[src/rtl/cgra_cell.sv]
`timescale 1ns/1ps
module cgra_cell #(
  parameter int DW = 16,
  parameter int RF_DEPTH = 16,
  parameter int PRF_DEPTH = 16,
  parameter int CTX_DEPTH = 16,
  localparam int AW = $clog2(RF_DEPTH),
  localparam int PW = $clog2(PRF_DEPTH),
  localparam int CAW = $clog2(CTX_DEPTH),
  localparam int SHW = $clog2(DW),
  localparam int SW = 3,
  localparam int OPW = 4,
  localparam int A_SRC = OPW,
  localparam int A_ADR = A_SRC + SW,
  localparam int B_SRC = A_ADR + AW,
  localparam int B_ADR = B_SRC + SW,
  localparam int C_SRC = B_ADR + AW,
  localparam int C_ADR = C_SRC + SW,
  localparam int W0_EN = C_ADR + AW,
  localparam int W0_ADR = W0_EN + 1,
  localparam int W1_EN = W0_ADR + AW,
  localparam int W1_SRC = W1_EN + 1,
  localparam int W1_ADR = W1_SRC + SW,
  localparam int R3_ADR = W1_ADR + AW,
  localparam int G_MODE = R3_ADR + AW,
  localparam int G_ADR = G_MODE + 2,
  localparam int PW_EN = G_ADR + PW,
  localparam int PW_ADR = PW_EN + 1,
  localparam int CW = PW_ADR + PW
)(
  input  logic              clk,
  input  logic              rst_n,
  input  logic              cfg_we,
  input  logic [CAW-1:0]    cfg_addr,
  input  logic [CW-1:0]     cfg_word,
  input  logic              run,
  input  logic [CAW-1:0]    ctx_last,
  input  logic              iter_adv,
  input  logic [2*DW-1:0]   bus_in,
  input  logic [4*DW-1:0]   nb_in,
  input  logic [3:0]        nb_pred,
  output logic [DW-1:0]     data_out,
  output logic              pred_out,
  output logic [DW-1:0]     route_out,
  output logic [CAW-1:0]    ctx_ptr
);

  logic [CW-1:0]    ctx_mem [CTX_DEPTH];
  logic [CAW-1:0]   ctx_q;
  logic [DW-1:0]    rf [RF_DEPTH];
  logic [PRF_DEPTH-1:0] prf;
  logic [AW-1:0]    rbase;
  logic [PW-1:0]    pbase;
  logic [DW-1:0]    dout_q, route_q;
  logic             pout_q;

  logic [CW-1:0]    cw;
  assign cw = ctx_mem[ctx_q];

  logic [OPW-1:0] op;
  logic [SW-1:0]  a_src, b_src, c_src, w1_src;
  logic [AW-1:0]  a_adr, b_adr, c_adr, w0_adr, w1_adr, r3_adr;
  logic           w0_en, w1_en, pw_en;
  logic [1:0]     g_mode;
  logic [PW-1:0]  g_adr, pw_adr;

  assign op     = cw[0 +: OPW];
  assign a_src  = cw[A_SRC +: SW];
  assign a_adr  = cw[A_ADR +: AW];
  assign b_src  = cw[B_SRC +: SW];
  assign b_adr  = cw[B_ADR +: AW];
  assign c_src  = cw[C_SRC +: SW];
  assign c_adr  = cw[C_ADR +: AW];
  assign w0_en  = cw[W0_EN];
  assign w0_adr = cw[W0_ADR +: AW];
  assign w1_en  = cw[W1_EN];
  assign w1_src = cw[W1_SRC +: SW];
  assign w1_adr = cw[W1_ADR +: AW];
  assign r3_adr = cw[R3_ADR +: AW];
  assign g_mode = cw[G_MODE +: 2];
  assign g_adr  = cw[G_ADR +: PW];
  assign pw_en  = cw[PW_EN];
  assign pw_adr = cw[PW_ADR +: PW];

  logic [AW-1:0] a_ph, b_ph, c_ph, w0_ph, w1_ph, r3_ph;
  logic [PW-1:0] g_ph, pw_ph;
  assign a_ph  = a_adr + rbase;
  assign b_ph  = b_adr + rbase;
  assign c_ph  = c_adr + rbase;
  assign w0_ph = w0_adr + rbase;
  assign w1_ph = w1_adr + rbase;
  assign r3_ph = r3_adr + rbase;
  assign g_ph  = g_adr + pbase;
  assign pw_ph = pw_adr + pbase;

  logic [DW-1:0] rd3;
  assign rd3 = rf[r3_ph];

  function automatic logic [DW-1:0] pick(input logic [SW-1:0] s, input logic [DW-1:0] rfv,
                                         input logic [2*DW-1:0] bus, input logic [4*DW-1:0] nb,
                                         input logic [DW-1:0] fb);
    case (s)
      3'd0:    return rfv;
      3'd1:    return bus[0 +: DW];
      3'd2:    return bus[DW +: DW];
      3'd3:    return nb[0 +: DW];
      3'd4:    return nb[DW +: DW];
      3'd5:    return nb[2*DW +: DW];
      3'd6:    return nb[3*DW +: DW];
      default: return fb;
    endcase
  endfunction

  logic [DW-1:0] opa, opb, opc, w1_val;
  assign opa    = pick(a_src, rf[a_ph], bus_in, nb_in, dout_q);
  assign opb    = pick(b_src, rf[b_ph], bus_in, nb_in, dout_q);
  assign opc    = pick(c_src, rf[c_ph], bus_in, nb_in, dout_q);
  assign w1_val = pick(w1_src, rd3, bus_in, nb_in, dout_q);

  logic [DW-1:0]  mul_lo;
  logic [SHW-1:0] sh;
  logic           lt;
  assign mul_lo = opa * opb;
  assign sh     = opb[SHW-1:0];
  assign lt     = $signed(opa) < $signed(opb);

  logic [DW-1:0] fu_r;
  logic          fu_p, cmp;
  always_comb begin
    fu_r = opa;
    fu_p = 1'b0;
    cmp  = 1'b0;
    case (op)
      4'd0:  fu_r = opa;
      4'd1:  fu_r = opa + opb;
      4'd2:  fu_r = opa - opb;
      4'd3:  fu_r = opa & opb;
      4'd4:  fu_r = opa | opb;
      4'd5:  fu_r = opa ^ opb;
      4'd6:  fu_r = mul_lo;
      4'd7:  fu_r = opa << sh;
      4'd8:  fu_r = opa >> sh;
      4'd9:  fu_r = DW'($signed(opa) >>> sh);
      4'd10: begin fu_r = opa; cmp = 1'b1; fu_p = lt; end
      4'd11: begin fu_r = opa; cmp = 1'b1; fu_p = (opa == opb); end
      4'd12: fu_r = mul_lo + opc;
      4'd13: begin cmp = 1'b1; fu_p = |opc; fu_r = fu_p ? opa : opb; end
      4'd14: begin cmp = 1'b1; fu_p = lt; fu_r = lt ? opa : opb; end
      default: fu_r = opa + opb + opc;
    endcase
    if (!cmp) fu_p = |fu_r;
  end

  logic guard, fire;
  always_comb begin
    case (g_mode)
      2'd0:    guard = 1'b1;
      2'd1:    guard = prf[g_ph];
      2'd2:    guard = ~prf[g_ph];
      default: guard = nb_pred[g_adr[1:0]];
    endcase
  end
  assign fire = run & guard;

  always_ff @(posedge clk or negedge rst_n) begin
    if (!rst_n) begin
      for (int i = 0; i < CTX_DEPTH; i++) ctx_mem[i] <= '0;
    end else if (cfg_we) begin
      ctx_mem[cfg_addr] <= cfg_word;
    end
  end

  always_ff @(posedge clk or negedge rst_n) begin
    if (!rst_n) begin
      ctx_q <= '0;
      rbase <= '0;
      pbase <= '0;
    end else begin
      if (run) ctx_q <= (ctx_q == ctx_last) ? '0 : ctx_q + 1'b1;
      if (iter_adv) begin
        rbase <= rbase + 1'b1;
        pbase <= pbase + 1'b1;
      end
    end
  end

  always_ff @(posedge clk or negedge rst_n) begin
    if (!rst_n) begin
      for (int i = 0; i < RF_DEPTH; i++) rf[i] <= '0;
      prf     <= '0;
      dout_q  <= '0;
      pout_q  <= 1'b0;
      route_q <= '0;
    end else if (fire) begin
      dout_q  <= fu_r;
      pout_q  <= fu_p;
      route_q <= rd3;
      if (w1_en && !(w0_en && w0_ph == w1_ph)) rf[w1_ph] <= w1_val;
      if (w0_en) rf[w0_ph] <= fu_r;
      if (pw_en) prf[pw_ph] <= fu_p;
    end
  end

  assign data_out  = dout_q;
  assign pred_out  = pout_q;
  assign route_out = route_q;
  assign ctx_ptr   = ctx_q;

  assert_ctx_wrap_R2: assert property (@(posedge clk) disable iff (!rst_n)
    run && ctx_ptr == ctx_last |=> ctx_ptr == '0);
  assert_ctx_step_R2: assert property (@(posedge clk) disable iff (!rst_n)
    run && ctx_ptr != ctx_last |=> ctx_ptr == CAW'($past(ctx_ptr) + 1'b1));
  assert_ctx_hold_R2: assert property (@(posedge clk) disable iff (!rst_n)
    !run |=> $stable(ctx_ptr));
  assert_guard_hold_R8: assert property (@(posedge clk) disable iff (!rst_n)
    !fire |=> $stable(data_out) && $stable(pred_out) && $stable(route_out));
  assert_rot_step_R7: assert property (@(posedge clk) disable iff (!rst_n)
    iter_adv |=> rbase == AW'($past(rbase) + 1'b1));
  assert_bus_bypass_R5: assert property (@(posedge clk) disable iff (!rst_n)
    fire && op == 4'd0 && a_src == 3'd1 |=> data_out == $past(bus_in[DW-1:0]));
  assert_feedback_R11: assert property (@(posedge clk) disable iff (!rst_n)
    fire && op == 4'd0 && a_src == 3'd7 |=> $stable(data_out));

endmodule

[config.mk]
export PLATFORM = sky130hd
export DESIGN_NAME = cgra_cell
export DESIGN_NICKNAME = d
export VERILOG_FILES = /design/src/rtl/cgra_cell.sv
export SDC_FILE = /design/constraint.sdc
export NUM_CORES = 2
export LEC_CHECK = 0
export ABC_AREA = 0
export BUFFER_PORTS_ARGS = -buffer_cell sky130_fd_sc_hd__buf_4
export CAP_MARGIN = 20
export CELL_PAD_IN_SITES_DETAIL_PLACEMENT = 1
export CELL_PAD_IN_SITES_GLOBAL_PLACEMENT = 1
export CORE_UTILIZATION = 47
export DETAILED_ROUTE_END_ITERATION = 6
export HOLD_SLACK_MARGIN = 0.03
export MAX_ROUTING_LAYER = met4
export PLACE_DENSITY_LB_ADDON = 0.08
export SYNTH_ARGS = -nofsm -noshare
export SYNTH_HDL_FRONTEND = slang
export SYNTH_SLANG_ARGS = --single-unit
[constraint.sdc]
create_clock -name clk -period 14.4 [get_ports clk]
set_input_delay 1.44 -clock clk [delete_from_list [all_inputs] [get_ports clk]]
set_output_delay 1.44 -clock clk [all_outputs]
set_load 0.005 [all_outputs]
==> metrics.md <==
| Metric | Value |
|---|---|
| Seq/Total Area, Yosys | 38.9% |
| Largest net degree at the start of global routing | 185 |
| Distinct cells, synth | 108 |
| CTS Buf Count | 135 |
| Global-route wire length before repair | 454 mm |
| Worst-path fanout max | 44 |
| Slew headroom | 10.2% |
| Cells after synthesis | 6484 |
| Bufs on Longest Clock Path | 3 |
| Vias in the first global route | 62400 |
| Max Slew Vio Count | 0 |
| Vias per cell | 6.89 |
| Ys Warns | 0 |
| Fin crit share | 95.3% |
| Post-detailed-placement half-perimeter wirelength | 209 mm |
| Initial antenna violation count | 16 |
| EDFF count, synth | 0 |
| Nets | 6890 |
| Mean area per synthesized cell | 11.6 µm² |
| Tmin final | 13.72 ns |
| First drt pass iteration count | 6 |
| Post-CTS setup repair buffer count | 0 |
| DRC violation count after routing | 0 |
| Most Frequent Cell on Critical Path | inv_1 |
| H-tree Lvls | 4 |
| Rows | 146 |
| Routed vias | 59800 |
| Final hold violation count | 0 |
| Flops & latches, synth | 1165 |
| Fmax | 72.9 MHz |
| Setup violators final | 0 |
| Hold Crit Class | reg -> reg |
| Area grow syn2layout | 11.8% |
| Die width | 401 µm |
| Max cap viols | 0 |
| Worst-skew pair later-pin latency | 0.81 ns |
| Crit path required time | 15.05 ns |
| Antenna Violating Nets Remaining | 0 |
| Syn nets | 6881 |
| CP max-delay cell | fa_4 |
| Post-CTS Resized | 0 |
| Arr. time, crit path | 14.37 ns |
| Routed wire length | 309 mm |
| Gr ovfl total | 0 |
| Root Driver | clkbuf_16 |
| Worst Max-Slew Pin Slew | 1.34 ns |
| CTS tree | done |
| Hold Buf Count CTS | 0 |
| Total Routing Usage GR | 39.7% |
| Critical path class | reg -> reg |
| RePlAce Congestion | 1.05 |
| Crit path largest cell delay | 1.16 ns |
| Iter 0 DRT Violations | 6530 |
| Die ar. | 161000 µm² |
| Core ar. | 158000 µm² |
| I/O pin count | 203 |
| Area of the multi-input gates | 43100 µm² |
| Clock sinks | 1165 |
| IO buf count | 202 |
| Sequential cell area | 29200 µm² |
| Max Clock Skew | 0.0615 ns |
| Status | complete, no violations |
| Synthesized cell area | 74900 µm² |
| Total Neg Setup Slack | 0 ns |
| Filler cells | 16100 |
| Kind of capture point of the worst setup path | register |
| Ys async rst share | 100% |
| Worst-path clk slew | 0.06 ns |
| Crit start category | register |
| Layout cells sized above 1 | 33.7% |
| Initial Utilization | 47.3% |
| Most used flip-flop cell after synthesis | dfrtp_1 |
| Die H | 401 µm |
| Routed WL per cell | 35.6 µm |
| RSZ-0062 raised after global routing | no |
## stage by stage
step,worst slack [ns],utilization [%],std cells,hold slack (ns),cell area [µm²]
detailed placement,0.990,49.9,8425,0.489,79000
global placement,1.12,49.8,8420,0.481,79000
global route,0.282,52.9,8682,0.511,83800
floorplan,0.0569,-,6484,0.469,74900
finish,0.678,52.9,8685,0.498,83800
CTS,0.952,52.8,8665,0.502,83700
## synthesized netlist by cell type (15+ instances only)
master       n  area, µm²
clkbuf_1   373       1400
a211oi_1    51        383
inv_1      211        792
ha_1       140       1750
o22ai_1    288       1800
buf_2       79        395
nand3_1     66        330
buf_1       72        270
buf_6       16        180
xor2_1      31        272
mux2_2     942      10600
mux2i_1    178       1780
a21boi_1    17        128
or2_2       21        131
a22o_1      34        298
nand2b_1    28        175
a21o_1      25        188
a221o_1     16        160
or3_1       17        106
o221ai_1    23        201
nor2b_1     40        250
mux4_2     508      11400
dfrtp_1   1165      29200
a21oi_1    469       2350
nor2_1     549       2060
xnor2_1     70        613
a221oi_1    44        385
nand4_1     19        119
fa_1        91       1820
a22oi_1     22        165
a31oi_1     26        163
o211ai_1    34        255
nand2_1    341       1280
o21a_1      15        113
nor3_1      54        270
o21ai_0    146        731
## state kept, by name (all words and copies together) (netlist names)
name,count
pbase,4
rbase,4
rf,256
prf,16
pred_out,1
route_out,16
ctx_mem,848
data_out,16
ctx_ptr,4
## worst paths after layout
path                              startpoint            to  slack, ns  cells past startpoint
worst min-delay path            ctx_mem[690]  ctx_mem[690]       0.50                      1
max in group asynchronous              rst_n  ctx_mem[830]      10.26                      4
worst max register to register    ctx_ptr[0]        prf[5]       0.68                     41
min in group asynchronous              rst_n  route_out[5]       0.74                      1
worst min register to register  ctx_mem[690]  ctx_mem[690]       0.50                      1
worst max-delay path              ctx_ptr[0]        prf[5]       0.68                     41
## cell usage in the layout (no fill, tap or decap), types with 51 or more instances in the layout
| cell | instances |
|---|---|
| dfrtp_1 | 1161 |
| mux2_2 | 942 |
| nor2_1 | 538 |
| mux4_2 | 508 |
| a21oi_1 | 467 |
| buf_4 | 410 |
| nand2_1 | 340 |
| o22ai_1 | 286 |
| inv_1 | 211 |
| mux2i_1 | 176 |
| o21ai_0 | 146 |
| ha_1 | 136 |
| clkbuf_16 | 136 |
| fa_1 | 87 |
| xnor2_1 | 66 |
| nand3_1 | 66 |
| nor3_1 | 53 |
| a211oi_1 | 51 |
## routing by layer
metal	global-route usage [%]	part of all wire, %
met1	51.9	41
met2	58.1	45
met3	10.8	9.8
met4	16.7	4.7
met5	-	0
## final cells by class
cell class,instances,share of cell area [%]
antenna,17,0.0508
timing repair buffer,423,3.98
clock buffer,191,4.63
clock inverter,49,0.950
multi-input combinational,4547,51.5
sequential,1165,34.8
tap,2072,3.09
inverter,221,0.990
## worst max-delay path, delay by kind of cell, from the launching register on
family                     cells  cell delay [ns]
AOI/OAI and AO/OA              9             1.87
xor gates and xnor gates       2             0.89
adders and majority gates     11             4.43
buffers and inverters         10             1.48
DFF                            1             1.00
muxes                          5             1.91
and+or+nand+nor                4             1.85
## kinds of logic (layout without fill, tap and decap cells)
| logic type | after synthesis | count (layout) | share of synthesized area, % |
|---|---|---|---|
| xor gates and xnor gates | 106 | 106 | 1.33 |
| other | 0 | 17 | 0 |
| and+or+nand+nor | 1198 | 1198 | 6.92 |
| DFF | 1165 | 1165 | 38.9 |
| muxes | 1642 | 1642 | 32.1 |
| adders and majority gates | 231 | 231 | 4.77 |
| AOI/OAI and AO/OA | 1370 | 1370 | 11.7 |
| buffers and inverters | 772 | 884 | 4.25 |
Power is left out: the tool's default activity adds up to more than one toggle a clock period on the data nets, which glitch-free logic cannot reach.
